<file path="config.mk">
export PLATFORM = sky130hd
export DESIGN_NAME = i2c_stat_mon
export DESIGN_NICKNAME = d
export VERILOG_FILES = /design/src/rtl/i2cmon_pkg.sv /design/src/rtl/i2cmon_sync.sv /design/src/rtl/i2cmon_cond.sv /design/src/rtl/i2cmon_framer.sv /design/src/rtl/i2cmon_arb.sv /design/src/rtl/i2c_stat_mon.sv
export SDC_FILE = /design/constraint.sdc
export NUM_CORES = 1
export LEC_CHECK = 0
export ABC_AREA = 1
export CAP_MARGIN = 20
export CORE_ASPECT_RATIO = 1.2
export CORE_MARGIN = 8
export CORE_UTILIZATION = 31
export DETAILED_ROUTE_END_ITERATION = 8
export PLACE_DENSITY = 0.64
export REMOVE_ABC_BUFFERS = 1
export SYNTH_ARGS = -nofsm -noshare
export SYNTH_HDL_FRONTEND = slang
export SYNTH_SLANG_ARGS = --single-unit
</file>
<file path="constraint.sdc">
create_clock -name clk -period 1.7 [get_ports clk]
set_input_delay 0.34 -clock clk [delete_from_list [all_inputs] [get_ports clk]]
set_output_delay 0.34 -clock clk [all_outputs]
set_load 0.02 [all_outputs]
</file>
<file path="src/rtl/i2cmon_pkg.sv">
package i2cmon_pkg;

   localparam int unsigned STAT_W = 8;

   // status bit positions (MSB first)
   localparam int unsigned B_DONE  = 7;
   localparam int unsigned B_ADDR  = 6;
   localparam int unsigned B_BUSY  = 5;
   localparam int unsigned B_LOST  = 4;
   localparam int unsigned B_LATE  = 3;
   localparam int unsigned B_RD    = 2;
   localparam int unsigned B_INT   = 1;
   localparam int unsigned B_NACK  = 0;

   typedef struct packed {
      logic xfer_done;
      logic addressed;
      logic busy;
      logic arb_lost;
      logic late_ack;
      logic slv_read;
      logic intr;
      logic nack;
   } stat_t;

endpackage

</file>
<file path="src/rtl/i2cmon_sync.sv">
module i2cmon_sync #(
   parameter int unsigned WIDTH   = 2,
   parameter int unsigned STAGES  = 2,
   parameter logic [WIDTH-1:0] RST_VAL = '1
) (
   input  logic             clk,
   input  logic             rst_n,
   input  logic [WIDTH-1:0] d,
   output logic [WIDTH-1:0] q
);

   if (STAGES < 2) begin : g_bad_stages
      $error("i2cmon_sync: STAGES must be at least 2");
   end
   if (WIDTH < 1) begin : g_bad_width
      $error("i2cmon_sync: WIDTH must be at least 1");
   end

   logic [WIDTH-1:0] stage_q [STAGES];

   for (genvar i = 0; i < STAGES; i++) begin : g_stage
      if (i == 0) begin : g_first
         always_ff @(posedge clk or negedge rst_n) begin
            if (!rst_n) stage_q[i] <= RST_VAL;
            else        stage_q[i] <= d;
         end
      end else begin : g_next
         always_ff @(posedge clk or negedge rst_n) begin
            if (!rst_n) stage_q[i] <= RST_VAL;
            else        stage_q[i] <= stage_q[i-1];
         end
      end
   end

   assign q = stage_q[STAGES-1];

endmodule

</file>
<file path="src/rtl/i2cmon_cond.sv">
module i2cmon_cond (
   input  logic clk,
   input  logic rst_n,
   input  logic scl_s,
   input  logic sda_s,
   output logic scl_rise,
   output logic scl_fall,
   output logic start_det,
   output logic stop_det
);

   logic scl_p;
   logic sda_p;

   always_ff @(posedge clk or negedge rst_n) begin
      if (!rst_n) begin
         scl_p <= 1'b1;
         sda_p <= 1'b1;
      end else begin
         scl_p <= scl_s;
         sda_p <= sda_s;
      end
   end

   assign scl_rise  = scl_s & ~scl_p;
   assign scl_fall  = ~scl_s & scl_p;
   // SDA transitions only count as conditions while SCL stays high
   assign start_det = scl_s & scl_p & sda_p & ~sda_s;
   assign stop_det  = scl_s & scl_p & ~sda_p & sda_s;

endmodule

</file>
<file path="src/rtl/i2cmon_framer.sv">
module i2cmon_framer #(
   parameter int unsigned ADDR_W    = 7,
   parameter int unsigned BYTE_BITS = 8
) (
   input  logic              clk,
   input  logic              rst_n,
   input  logic              scl_rise,
   input  logic              scl_fall,
   input  logic              start_det,
   input  logic              stop_det,
   input  logic              sda_s,
   input  logic [ADDR_W-1:0] own_addr,
   output logic              active,
   output logic              byte_begin,
   output logic              ack_rise,
   output logic              byte_done,
   output logic              addr_hit,
   output logic              addr_rw
);

   localparam int unsigned CNT_W = $clog2(BYTE_BITS + 2);
   localparam logic [CNT_W-1:0] IDX_FIRST = '0;
   localparam logic [CNT_W-1:0] IDX_RW    = CNT_W'(BYTE_BITS - 1);
   localparam logic [CNT_W-1:0] IDX_ACK   = CNT_W'(BYTE_BITS);
   localparam logic [CNT_W-1:0] IDX_END   = CNT_W'(BYTE_BITS + 1);

   if (ADDR_W != BYTE_BITS - 1) begin : g_bad_addr
      $error("i2cmon_framer: ADDR_W must be BYTE_BITS-1");
   end

   logic [CNT_W-1:0]  idx_q;
   logic              first_q;
   logic              act_q;
   logic [ADDR_W-1:0] shreg_q;
   logic              data_rise;

   assign active     = act_q;
   assign data_rise  = act_q & scl_rise & (idx_q < IDX_ACK);
   assign byte_begin = act_q & scl_rise & (idx_q == IDX_FIRST);
   assign ack_rise   = act_q & scl_rise & (idx_q == IDX_ACK);
   assign byte_done  = act_q & scl_fall & (idx_q == IDX_END);
   assign addr_hit   = data_rise & first_q & (idx_q == IDX_RW) & (shreg_q == own_addr);
   assign addr_rw    = sda_s;

   always_ff @(posedge clk or negedge rst_n) begin
      if (!rst_n) begin
         idx_q   <= '0;
         first_q <= 1'b0;
         act_q   <= 1'b0;
         shreg_q <= '0;
      end else if (start_det) begin
         idx_q   <= '0;
         first_q <= 1'b1;
         act_q   <= 1'b1;
      end else if (stop_det) begin
         idx_q   <= '0;
         first_q <= 1'b0;
         act_q   <= 1'b0;
      end else if (act_q) begin
         if (data_rise) begin
            shreg_q <= {shreg_q[ADDR_W-2:0], sda_s};
         end
         if (scl_rise && idx_q < IDX_END) begin
            idx_q <= idx_q + 1'b1;
         end else if (byte_done) begin
            idx_q   <= '0;
            first_q <= 1'b0;
         end
      end
   end

endmodule

</file>
<file path="src/rtl/i2cmon_arb.sv">
module i2cmon_arb (
   input  logic clk,
   input  logic rst_n,
   input  logic active,
   input  logic scl_rise,
   input  logic sda_s,
   input  logic stop_det,
   input  logic bus_busy,
   input  logic mst_sda,
   input  logic mst_drive,
   input  logic req_start,
   input  logic req_stop,
   input  logic req_rstart,
   input  logic slave_mode,
   output logic al_evt
);

   logic owner_q;
   logic stop_pend_q;
   logic bit_loss;
   logic busy_start;
   logic slave_rstart;
   logic stray_stop;

   // read-back mismatch on any sampled bit, acknowledge included
   assign bit_loss     = active & scl_rise & mst_drive & mst_sda & ~sda_s;
   assign busy_start   = req_start & bus_busy;
   assign slave_rstart = req_rstart & slave_mode;
   assign stray_stop   = stop_det & owner_q & ~stop_pend_q;
   assign al_evt       = bit_loss | busy_start | slave_rstart | stray_stop;

   always_ff @(posedge clk or negedge rst_n) begin
      if (!rst_n) begin
         owner_q     <= 1'b0;
         stop_pend_q <= 1'b0;
      end else begin
         if (al_evt || stop_det) owner_q <= 1'b0;
         else if (req_start && !bus_busy) owner_q <= 1'b1;

         if (al_evt || stop_det) stop_pend_q <= 1'b0;
         else if (req_stop && owner_q) stop_pend_q <= 1'b1;
      end
   end

endmodule

</file>
<file path="src/rtl/i2c_stat_mon.sv">
module i2c_stat_mon
   import i2cmon_pkg::*;
#(
   parameter int unsigned ADDR_W      = 7,
   parameter int unsigned BYTE_BITS   = 8,
   parameter int unsigned SYNC_STAGES = 2,
   parameter bit          HW_SET_WINS = 1'b1
) (
   input  logic              clk,
   input  logic              rst_n,
   input  logic              scl_in,
   input  logic              sda_in,
   input  logic              mst_sda,
   input  logic              mst_drive,
   input  logic              req_start,
   input  logic              req_stop,
   input  logic              req_rstart,
   input  logic              slave_mode,
   input  logic [ADDR_W-1:0] own_addr,
   input  logic              ctrl_wr,
   input  logic              stat_wr,
   input  logic [7:0]        stat_wdata,
   input  logic              irq_en,
   output logic [7:0]        status,
   output logic              irq
);

   localparam int unsigned N_STICKY = 3;

   if (STAT_W != 8) begin : g_bad_stat
      $error("i2c_stat_mon: status byte must be 8 bits");
   end

   logic [1:0] lines_s;
   logic       scl_s;
   logic       sda_s;
   logic       scl_rise;
   logic       scl_fall;
   logic       start_det;
   logic       stop_det;
   logic       active;
   logic       byte_begin;
   logic       ack_rise;
   logic       byte_done;
   logic       addr_hit;
   logic       addr_rw;
   logic       al_evt;
   stat_t      st_q;

   logic [N_STICKY-1:0] sticky_q;
   logic [N_STICKY-1:0] sticky_set;
   logic [N_STICKY-1:0] sticky_clr;
   logic [N_STICKY-1:0] sticky_d;
   logic                lost_and_addr;
   logic                unused_wdata;

   i2cmon_sync #(.WIDTH(2), .STAGES(SYNC_STAGES), .RST_VAL(2'b11)) u_sync (
      .clk   (clk),
      .rst_n (rst_n),
      .d     ({scl_in, sda_in}),
      .q     (lines_s)
   );
   assign scl_s = lines_s[1];
   assign sda_s = lines_s[0];

   i2cmon_cond u_cond (
      .clk       (clk),
      .rst_n     (rst_n),
      .scl_s     (scl_s),
      .sda_s     (sda_s),
      .scl_rise  (scl_rise),
      .scl_fall  (scl_fall),
      .start_det (start_det),
      .stop_det  (stop_det)
   );

   i2cmon_framer #(.ADDR_W(ADDR_W), .BYTE_BITS(BYTE_BITS)) u_framer (
      .clk        (clk),
      .rst_n      (rst_n),
      .scl_rise   (scl_rise),
      .scl_fall   (scl_fall),
      .start_det  (start_det),
      .stop_det   (stop_det),
      .sda_s      (sda_s),
      .own_addr   (own_addr),
      .active     (active),
      .byte_begin (byte_begin),
      .ack_rise   (ack_rise),
      .byte_done  (byte_done),
      .addr_hit   (addr_hit),
      .addr_rw    (addr_rw)
   );

   i2cmon_arb u_arb (
      .clk        (clk),
      .rst_n      (rst_n),
      .active     (active),
      .scl_rise   (scl_rise),
      .sda_s      (sda_s),
      .stop_det   (stop_det),
      .bus_busy   (st_q.busy),
      .mst_sda    (mst_sda),
      .mst_drive  (mst_drive),
      .req_start  (req_start),
      .req_stop   (req_stop),
      .req_rstart (req_rstart),
      .slave_mode (slave_mode),
      .al_evt     (al_evt)
   );

   // sticky flags, index 2 = arbitration lost, 1 = late marker, 0 = interrupt
   assign lost_and_addr = st_q.arb_lost & st_q.addressed;
   assign sticky_q      = {st_q.arb_lost, st_q.late_ack, st_q.intr};
   assign sticky_set    = {al_evt,
                           byte_done & lost_and_addr,
                           byte_done | al_evt | (ack_rise & lost_and_addr)};
   assign sticky_clr    = {stat_wr & ~stat_wdata[B_LOST],
                           stat_wr & ~stat_wdata[B_LATE],
                           stat_wr & ~stat_wdata[B_INT]};
   assign unused_wdata  = ^{stat_wdata[B_DONE], stat_wdata[B_ADDR], stat_wdata[B_BUSY],
                            stat_wdata[B_RD], stat_wdata[B_NACK]};

   if (HW_SET_WINS) begin : g_set_wins
      assign sticky_d = sticky_set | (sticky_q & ~sticky_clr);
   end else begin : g_clr_wins
      assign sticky_d = (sticky_set | sticky_q) & ~sticky_clr;
   end

   always_ff @(posedge clk or negedge rst_n) begin
      if (!rst_n) begin
         st_q <= '0;
      end else begin
         if (byte_done)       st_q.xfer_done <= 1'b1;
         else if (byte_begin) st_q.xfer_done <= 1'b0;

         if (addr_hit)     st_q.addressed <= 1'b1;
         else if (ctrl_wr) st_q.addressed <= 1'b0;

         if (start_det)     st_q.busy <= 1'b1;
         else if (stop_det) st_q.busy <= 1'b0;

         if (addr_hit) st_q.slv_read <= addr_rw;
         if (ack_rise) st_q.nack     <= sda_s;

         st_q.arb_lost <= sticky_d[2];
         st_q.late_ack <= sticky_d[1];
         st_q.intr     <= sticky_d[0];
      end
   end

   assign status = st_q;
   assign irq    = st_q.intr & irq_en;

endmodule

</file>
**After elaboration in Yosys (flattened, before gate mapping)**

Index checks and enable logic that the tools add are counted.
Widths: inputs -> output; s select.

- Bits in registers: 28
- ROM bits: 0
- Logic and storage cells: 110
- Output and inout bits: 9
- Input port bits: 28
- RAM bits: 0
- Latch bits: 0
- Memories: 0

- Reductions and logical operators: 17
- Multipliers: 0
- Add/sub/neg operators: 1
- Bitwise logic cells: 48
- Equality and inequality tests: 5
- Order comparisons: 2
- Multiplexer cells: 20
- Div/mod/pow operators: 0
- Shifts and indexed selects: 0

Operators by type and width:

| kind | number |
|---|---|
| $and 1x1->1 | 30 |
| $mux 4 | 5 |
| $mux 1 | 15 |
| $not 1->1 | 10 |
| $reduce_bool 2->1 | 5 |
| $eq 4x4->1 const B | 2 |
| $lt 4x4->1 const B | 2 |
| $eq 7x7->1 | 1 |
| $reduce_bool 3->1 | 2 |
| $or 1x1->1 | 5 |
| $add 4x1->4 const B | 1 |
| $eq 4x3->1 const B | 1 |
| $logic_not 4->1 | 1 |
| $reduce_and 4->1 | 1 |
| $reduce_bool 4->1 | 1 |
| $and 3x3->3 | 1 |
| $logic_and 1x1->1 | 3 |
| $ne 3x2->1 const B | 1 |
| $not 3->3 | 1 |
| $or 3x3->3 | 1 |
| $reduce_and 3->1 | 1 |
| $reduce_and 2->1 | 1 |
| $logic_not 1->1 | 1 |
| $logic_or 1x1->1 | 1 |

**Longest topological paths before layout**

Gate-level depths: netlist of the first run.

- Word-level depth: 12
- Mapped depth: 8
- Mapped depth without buffers: 8

**Cells and area by module**

Synthesis of the first run repeated with hierarchy kept, for this count alone.

- Cell total of the unflattened synthesis: 187
- Area total of the unflattened synthesis: 1529.0 um^2

By module, submodules not included:

| module | instances | sequential area each (um^2) | cells each | area an instance (um^2) |
|---|---|---|---|---|
| i2cmon_framer | 1 | 325.3 | 111 | 850.8 |
| i2c_stat_mon | 1 | 200.2 | 36 | 329.1 |
| i2cmon_arb | 1 | 50.0 | 21 | 135.1 |
| i2cmon_sync | 1 | 105.1 | 6 | 120.1 |
| i2cmon_cond | 1 | 52.6 | 13 | 93.8 |

**Worst setup path before layout of the first run**

No wires, ideal clock.

- Path type: register to register
- Start point: register u_framer.idx_q[0]
- End point: register u_framer.idx_q[0]
- Library setup time: 122 ps
- Slack: 438 ps
- Path buffers: 0
- Period minus slack after synthesis: 1262 ps
- Arrival time: 1140 ps
- Cell stages (with the launch flop): 8
- Required time: 1578 ps
- Cells stage by stage: dfrtp_1 -> inv_1 -> ha_1 -> nand2_1 -> nand2_1 -> nand4_1 -> nand2_1 -> a21boi_2

- Word-level cells in the longest chain between the ends: 6
- Elaborated cells between the ends (all ways): 11
- Classes of those cells: add/sub: 1; order compare: 1; eq/ne: 1; mux: 4; bitwise: 1; reduce/logical: 3

RTL lines:

| what | line | RTL |
|---|---|---|
| start: declaration | i2cmon_framer.sv:31 | `logic [CNT_W-1:0] idx_q;` |
| start signal: assignment | i2cmon_framer.sv:64 | `idx_q <= idx_q + 1'b1;` |
| $lt 4x4->1 | i2cmon_framer.sv:63 | `if (scl_rise && idx_q < IDX_END) begin` |
| $logic_and 1x1->1 | i2cmon_framer.sv:63 |  |
| $mux 4 | i2cmon_framer.sv:63 |  |
| $mux 4 | i2cmon_framer.sv:59 | `end else if (act_q) begin` |
| $mux 4 | i2cmon_framer.sv:55 | `end else if (stop_det) begin` |
| $mux 4 | i2cmon_framer.sv:51 | `end else if (start_det) begin` |

Parallel ways exist; a longest one is shown, timed or not. The select of a mux whose other input is x is not followed.
A chain may end at the register's enable or synchronous reset.

**Worst setup path after layout of the first run**

- Start point: register st_q, in the netlist status[6]
- End point: output status[6]

RTL lines:

| what | line | RTL |
|---|---|---|
| start: declaration | i2c_stat_mon.sv:48 | `stat_t st_q;` |
| end: declaration | i2c_stat_mon.sv:24 | `output logic [7:0] status,` |

No word-level cell between the ends.

==> results.json, run 1 <==
{
  "multi_input_area_sq_um": 571,
  "end_kind": "output port",
  "dp_slack_ns": -0.129,
  "rsz0062_at_grt": "false",
  "p_per_area_nw_per_um2": 994,
  "start_kind": "flop",
  "core-area_sq_um": 4490,
  "critical-path-slowest-cell": "clkdlybuf4s50_1",
  "fillers": 470,
  "num_antenna_cells": 0,
  "clock.fmax_mhz": 609,
  "comb_power_share_pct": 24.8,
  "drt-initial-drc-count": 45,
  "drc": 0,
  "power_leakage_nw": 0.916,
  "final_common_cell": "nand2_1",
  "port_buffers": 31,
  "fin_hold_ws_ns": 0.360,
  "regArea_sq_um": 708,
  "cp_top_family": "buffers and inverters",
  "relSlewSlack_pct": 76.4,
  "h-tree-depth": 1,
  "ys_types": 26,
  "rows": 27,
  "critPathKind": "reg2out",
  "wl_per_cell_um": 10.4,
  "syn_inst": 178,
  "drive_gt1_share_pct": 10.3,
  "clock_power_share_pct": 27.7,
  "netlist_area_sq_um": 1420,
  "die_w_um": 77.7,
  "power.internal_w": 0.00132,
  "hold_violations": 0,
  "p_seq_share_pct": 47.5,
  "ioPinCount": 37,
  "syn_to_final_growth_pct": 32.5,
  "grt_usage_pct": 8.50,
  "dr.pass1.iters": 4,
  "numCtsBuffers": 3,
  "grt_overflow_total": 0,
  "setup_viol": 0,
  "path_max_fanout": 3,
  "min_period_ns": 1.64,
  "post-route-util_pct": 41.8,
  "final_cell_mix": "nand2_1 (54), inv_1 (32), clkdlybuf4s50_1 (30)",
  "clk_pin_slew_worst_paths_ns": 0.09,
  "clock_latency_ns": 0.27,
  "vdd_drop_max_mv": 0.419,
  "cts_tree": "built",
  "finalWirelength_um": 2820,
  "skew_ns": 0.00473,
  "synth-seq-area-share_pct": 50.0,
  "yosys_register_bits": 28,
  "power.switching_w": 0.000550,
  "cp_num_buf_inv": 1,
  "path_cells": "clkdlybuf4s50_1",
  "max_stage_delay_ns": 0.63,
  "gp_congestion": 0.766,
  "slew_viol_final": 0,
  "grt_antenna_before_repair": 0,
  "worst-endpoint-arrival_ns": 1.30,
  "die-area_sq_um": 7000,
  "cts_resized": 1,
  "drv_cap": 0,
  "crit_required_ns": 1.36,
  "design_area_sq_um": 1880,
  "cts_root_buffer": "clkbuf_8",
  "period_share_pct": 96.6,
  "ant_nets": 0,
  "placed_cell_area_sq_um": 1810,
  "cts.sinks": 28,
  "post-dp-hpwl_um": 2250,
  "postCtsSetupBuffers": 0,
  "setup_ws_ns": 0.0586,
  "vias_per_cell": 4.29,
  "status": "complete, no violations",
  "syn_area_per_cell_sq_um": 7.96,
  "yosysWarnings": 0,
  "worstMarginPinSlew_ns": 0.354,
  "postCtsHoldBufs": 0,
  "grt_pass1_vias": 1181,
  "nNetsFinal": 247,
  "initial_core_util_pct": 31.6,
  "vias": 1168,
  "die_h_um": 90.1,
  "hp-class": "reg2reg",
  "grt_pass1_wl_um": 4970,
  "final.setup.tns_ns": 0,
  "swShare_pct": 29.5,
  "grt_max_degree": 29,
  "cts_buffer_depth": 2
}
## worst paths after layout
kind                                         from          end  slack [ns]  cells after the start
min in group asynchronous                   rst_n    status[1]        0.44                      2
worst min register to register  u_sync.stage_q[2]  u_sync.q[0]        0.36                      0
worst min-delay path            u_sync.stage_q[2]  u_sync.q[0]        0.36                      0
max in group asynchronous                   rst_n  u_sync.q[1]        0.96                      2
worst max-delay path                    status[6]    status[6]        0.06                      1
worst max register to register        u_sync.q[1]    status[2]        0.30                      5
## state kept, by name, indices dropped and copies added, names as in the netlist
| signal | count |
|---|---|
| u_arb.stop_pend_q | 1 |
| u_sync.stage_q | 2 |
| u_cond.scl_p | 1 |
| u_framer.idx_q | 4 |
| u_framer.shreg_q | 7 |
| u_framer.first_q | 1 |
| status | 7 |
| u_arb.owner_q | 1 |
| u_framer.active | 1 |
| u_cond.sda_p | 1 |
| u_sync.q | 2 |
## synth_stat cells (all sizes together)
library cell,number,area (sq um)
buf,2,15.0
nor3,2,10.0
dfstp,6,158
nand2,55,214
nand3,10,55.1
a21oi,3,15.0
ha,4,50.1
o21ai,14,73.8
o22ai,1,6.26
inv,33,124
nor2,18,82.6
nand3b,1,7.51
a21boi,1,11.3
nor3b,1,7.51
xor2,1,8.76
o21bai,1,7.51
dfrtp,22,551
nand4,2,12.5
a22o,1,8.76
## routing by layer
layer	wire (um)	track usage, %
met5	0	0
met4	15	2.84
met3	122	2.49
met2	1410	14.5
met1	1280	9.77
## power groups by stage
stage | Sequential [W] | Clock, W | Combinational (W)
after global placement | 0.000895 | 0 | 0.000470
after floorplan | 0.000894 | 0 | 0.000293
final | 0.000887 | 0.000517 | 0.000464
after global routing | 0.000901 | 0.000564 | 0.000535
after CTS | 0.000887 | 0.000539 | 0.000474
after detailed placement | 0.000901 | 0 | 0.000472
## kinds of logic (layout without fill, tap and decap cells)
logic type / Yosys count / count (layout) / share of synthesized area, %
AO/OA/AOI/OAI: 21 / 21 / 8.65
adder cells (fa/ha/maj): 4 / 4 / 3.53
AND/OR/NAND/NOR: 89 / 89 / 27.4
flip-flops: 28 / 28 / 50.0
XOR/XNOR: 1 / 1 / 0.618
buffers and inverters: 35 / 71 / 9.80
## cell type report
cell class | instances | share of cell area (%)
Multi-Input combinational cell | 115 | 30.4
Sequential cell | 28 | 37.7
Inverter | 33 | 6.60
Timing Repair Buffer | 34 | 17.7
Tap cell | 58 | 3.86
Clock buffer | 3 | 2.20
Clock inverter | 1 | 1.60
## per-stage QoR
stage / instances / total power [W]
finish: 272 / 0.00187
global route: 272 / 0.00200
CTS: 272 / 0.00190
detailed placement: 268 / 0.00137
global placement: 268 / 0.00136
floorplan: 176 / 0.00119
Note: power is estimated with default switching activity, not from simulation.
==> inputs of run 2 (changes only) <==
- GPL_TIMING_DRIVEN: not set -> 0
==> run 2 against run 1 <==
Compared with the run above: total power decreased by 0.34%; via count fell by 2.0%; hold slack about the same; core utilization fell by 0.14 points; sequential share of layout area up 0.13 points; non-clock buffer count fell by 2; final area is 0.33% lower; largest cell class unchanged; largest power group unchanged.
==> results.json, run 2 (synthesized netlist as in run 1, its figures left out) <==
{
  "post-dp-hpwl_um": 2290,
  "ioPinCount": 37,
  "wl_per_cell_um": 10.3,
  "skew_ns": 0.00308,
  "cts_root_buffer": "clkbuf_8",
  "vdd_drop_max_mv": 0.411,
  "grt_usage_pct": 8.84,
  "fillers": 459,
  "drv_cap": 0,
  "cts_tree": "built",
  "cts.sinks": 28,
  "port_buffers": 31,
  "relSlewSlack_pct": 58.1,
  "slew_viol_final": 0,
  "critPathKind": "reg2out",
  "clock.fmax_mhz": 623,
  "power.internal_w": 0.00131,
  "num_antenna_cells": 0,
  "setup_viol": 0,
  "ant_nets": 0,
  "cp.depth": 1,
  "post-route-util_pct": 41.7,
  "finalWirelength_um": 2790,
  "status": "complete, no violations",
  "die_w_um": 77.7,
  "start_kind": "flop",
  "worstMarginPinSlew_ns": 0.627,
  "p_seq_share_pct": 48.0,
  "drc": 0,
  "drt-initial-drc-count": 54,
  "hold_violations": 0,
  "crit_required_ns": 1.36,
  "cp_num_buf_inv": 1,
  "grt_pass1_wl_um": 5170,
  "final_common_cell": "nand2_1",
  "h-tree-depth": 1,
  "period_share_pct": 94.4,
  "clock_latency_ns": 0.27,
  "dr.pass1.iters": 4,
  "syn_to_final_growth_pct": 32.0,
  "grt_pass1_vias": 1212,
  "min_period_ns": 1.61,
  "core-area_sq_um": 4490,
  "comb_power_share_pct": 24.1,
  "grt_antenna_before_repair": 0,
  "vias_per_cell": 4.24,
  "critical-path-slowest-cell": "clkdlybuf4s50_1",
  "postCtsHoldBufs": 0,
  "rsz0062_at_grt": "false",
  "max_stage_delay_ns": 0.62,
  "end_kind": "output port",
  "grt_max_degree": 18,
  "swShare_pct": 29.7,
  "initial_core_util_pct": 31.6,
  "die-area_sq_um": 7000,
  "final_cell_mix": "nand2_1 (54), inv_1 (32), clkdlybuf4s50_1 (28)",
  "rows": 27,
  "drive_gt1_share_pct": 9.43,
  "clk_pin_slew_worst_paths_ns": 0.10,
  "vias": 1145,
  "path_cells": "clkdlybuf4s50_1",
  "nNetsFinal": 245,
  "grt_overflow_total": 0,
  "numCtsBuffers": 3,
  "power_leakage_nw": 0.930,
  "r2r_slack_ns": 0.21,
  "power.switching_w": 0.000552,
  "hp-class": "reg2reg",
  "worst-endpoint-arrival_ns": 1.27,
  "fin_hold_ws_ns": 0.360,
  "cts_resized": 2,
  "path_max_fanout": 2,
  "clock_power_share_pct": 27.9,
  "p_per_area_nw_per_um2": 994,
  "die_h_um": 90.1,
  "reg2regPathDepth": 5,
  "cp_top_family": "buffers and inverters",
  "min_path_cells": 0,
  "gp_congestion": 0.786,
  "postCtsSetupBuffers": 0,
  "cts_buffer_depth": 2
}
==> run 2: cell types whose count changed in the layout (fill, tap and decap cells not counted) <==
cell / before / now
buf_4: 3 / 0
clkdlybuf4s50_1: 30 / 28
buf_8: 0 / 1
dlygate4sd2_1: 1 / 2
dlymetal6s2s_1: 0 / 1
==> run 2: power groups by stage <==
stage / registers (W) / clock network [W] / logic, W
5_1_grt: 0.000910 / 0.000560 / 0.000533
4_1_cts: 0.000894 / 0.000537 / 0.000459
6_report: 0.000893 / 0.000519 / 0.000449
2_1_floorplan: 0.000894 / 0 / 0.000293
3_5_place_dp: 0.000906 / 0 / 0.000462
3_3_place_gp: 0.000899 / 0 / 0.000451
==> run 2: area by class of cell <==
cell class,count,area [sq um],area share (%)
clock buffers,3,41.3,2.21
clock inverters,1,30.0,1.60
inverters,33,124,6.62
multi-input cells,115,571,30.5
flip-flops and latches,28,708,37.8
well taps,58,72.6,3.88
repair buffers,32,325,17.4
==> run 2: worst paths after layout <==
check,startpoint,to
max reg2reg,u_sync.q[1],status[2]
min reg2reg,u_sync.stage_q[2],u_sync.q[0]
min in group asynchronous,rst_n,status[7]
max,status[2],status[2]
min,u_sync.stage_q[2],u_sync.q[0]
max in group asynchronous,rst_n,u_cond.sda_p
==> run 2: stage by stage <==
stage	cell area [sq um]	worst slack [ns]	power, W	std cells	setup TNS (ns)
global route	1870	0.0198	0.00200	270	0
detailed placement	1800	-0.131	0.00137	266	-0.131
global placement	1790	-0.189	0.00135	265	-4.25
floorplan	1400	0.380	0.00119	176	0
CTS	1870	0.0167	0.00189	270	0
finish	1870	0.0950	0.00186	270	0
==> run 2: routing by layer <==
layer / routed length (um) / GRT usage [%] / up-vias / part of all wire, %
met2: 1400 / 14.8 / 19 / 50
met3: 75 / 1.79 / 5 / 2.7
met4: 40 / 3.31 / 0 / 1.4
li1: - / - / 611 / -
met5: 0 / 0 / - / 0
met1: 1270 / 10.8 / 510 / 46
==> inputs of run 3 (changes only) <==
- CELL_PAD_IN_SITES_DETAIL_PLACEMENT: not set -> 1
- CELL_PAD_IN_SITES_GLOBAL_PLACEMENT: not set -> 2
- CORE_UTILIZATION: 31 -> 27
- CTS_CLUSTER_DIAMETER: not set -> 80
- PLACE_DENSITY: 0.64 -> 0.87
- clock period: 1.7 -> 1.58 ns (I/O delays scaled with it)
==> run 3 against run 2 <==
Compared with the run above: setup slack worse by 0.023 ns; sequential share of layout area down 0.46 points; clock power up 9.6%; count of clock-buffer cells in the layout unchanged; total power up 9.9%; core utilization down 5.1 points; clock skew up 0.0042 ns; via count up 8.8%; cell count up 2.2%; non-clock buffer count up 2; global-route usage up 0.64 points; register-to-register slack worse by 0.05 ns; critical path type is now in2out; critical endpoint is now irq.
==> results.json, run 3 (synthesized netlist as in run 1, its figures left out) <==
{
  "syn_to_final_growth_pct": 33.9,
  "final_common_cell": "nand2_1",
  "final_cell_mix": "nand2_1 (54), inv_1 (31), clkdlybuf4s50_1 (22)",
  "port_buffers": 31,
  "grt_pass1_vias": 1340,
  "setup_ws_ns": 0.0718,
  "rsz0062_at_grt": "false",
  "cts_root_buffer": "clkbuf_8",
  "hold_violations": 0,
  "setup_viol": 0,
  "crit_required_ns": 1.26,
  "hp-class": "reg2reg",
  "cts_buffer_depth": 2,
  "rows": 29,
  "drc": 0,
  "wl_per_cell_um": 12.3,
  "dp_slack_ns": -0.206,
  "die_h_um": 95.4,
  "grt_antenna_before_repair": 0,
  "vias_per_cell": 4.51,
  "design_area_sq_um": 1900,
  "cts.sinks": 28,
  "skew_ns": 0.00725,
  "power_leakage_nw": 0.955,
  "relSlewSlack_pct": 62.0,
  "critPathKind": "in2out",
  "cts_tree": "built",
  "h-tree-depth": 1,
  "dp.cells": 270,
  "num_antenna_cells": 0,
  "period_share_pct": 95.5,
  "end_kind": "output port",
  "die-area_sq_um": 7830,
  "min_period_ns": 1.51,
  "clk_pin_slew_worst_paths_ns": 0.10,
  "fin_hold_ws_ns": 0.362,
  "initial_core_util_pct": 27.3,
  "post-dp-hpwl_um": 2810,
  "placed_cell_area_sq_um": 1820,
  "ant_nets": 0,
  "grt_max_degree": 20,
  "final_cells": 276,
  "dr.pass1.iters": 4,
  "slew_viol_final": 0,
  "drive_gt1_share_pct": 11.2,
  "grt_usage_pct": 9.48,
  "vias": 1246,
  "drt-initial-drc-count": 9,
  "core-area_sq_um": 5190,
  "finalWirelength_um": 3410,
  "status": "complete, no violations",
  "clock.fmax_mhz": 663,
  "ioPinCount": 37,
  "gp_congestion": 0.762,
  "worst-endpoint-arrival_ns": 1.19,
  "path_max_fanout": 1,
  "start_kind": "input pin",
  "total_power_w": 0.00204,
  "grt_overflow_total": 0,
  "numCtsBuffers": 3,
  "p_per_area_nw_per_um2": 1080,
  "clock_latency_ns": 0.28,
  "vdd_drop_max_mv": 0.326,
  "nNetsFinal": 247,
  "die_w_um": 82.1,
  "grt_pass1_wl_um": 5750,
  "drv_cap": 0,
  "worstMarginPinSlew_ns": 0.569
}
run 3: cell types whose count changed in the layout (fill, tap and decap cells not counted):
cell	change
buf_4	+2
clkdlybuf4s50_1	-6
buf_8	-1
inv_2	+1
dfrtp_2	+1
inv_1	-1
dfrtp_1	-1
dlygate4sd2_1	+6
buf_16	+1
run 3: layout make-up:
type,count,area (sq um)
Inverter,33,124
Multi-Input combinational cell,115,571
Sequential cell,28,709
Timing Repair Buffer,34,345
Clock buffer,3,41.3
Clock inverter,1,30.0
Tap cell,62,77.6
Fill cell,651,3290
run 3: per-stage QoR:
stage          TNS, ns  utilization [%]
3_5_place_dp    -0.206             35.0
3_3_place_gp     -6.39             34.5
6_report             0             36.6
2_1_floorplan        0                -
5_1_grt              0             36.6
4_1_cts              0             36.5
run 3: worst paths after layout:
kind	start	endpoint	slack [ns]	cells past startpoint
worst max-delay path	irq_en	irq	0.07	4
worst max register to register	u_framer.idx_q[0]	u_framer.idx_q[2]	0.16	8
max in group asynchronous	rst_n	u_sync.stage_q[3]	0.62	2
worst min-delay path	u_sync.stage_q[2]	u_sync.q[0]	0.36	0
min in group asynchronous	rst_n	u_framer.idx_q[3]	0.39	1
worst min register to register	u_sync.stage_q[2]	u_sync.q[0]	0.36	0
run 3: worst max-delay path, cell delays in order:
cell,delay (ns)
clkdlybuf4s50_1,0.45
nand2_1,0.05
inv_1,0.04
dlygate4sd2_1,0.33
run 3: repair_timing:
| item | CTS | global route |
|---|---|---|
| resized for setup | 8 | 3 |
| setup endpoints to repair | 9 | 3 |
| hold buffers | 0 | 0 |
| setup buffers | 2 | 0 |
| endpoints found under the hold margin | 0 | 0 |
| cloned | 0 | 0 |
| pin swaps | 1 | 1 |
run 3: routing by layer:
metal / vias to the layer above / routed length (um) / track usage, %
met2: 15 / 1900 / 17.5
met5: - / 0 / 0
met3: 5 / 87 / 1.23
met1: 609 / 1340 / 10.1
li1: 617 / - / -
met4: 0 / 78 / 4.84
run 3: power breakdown:
group	leakage (nW)	switching, W	internal, W
sequential	0.345	0.000119	0.000850
combinational	0.575	0.000279	0.000228
clock	0.0357	0.000229	0.000340
total	0.955	0.000627	0.00142
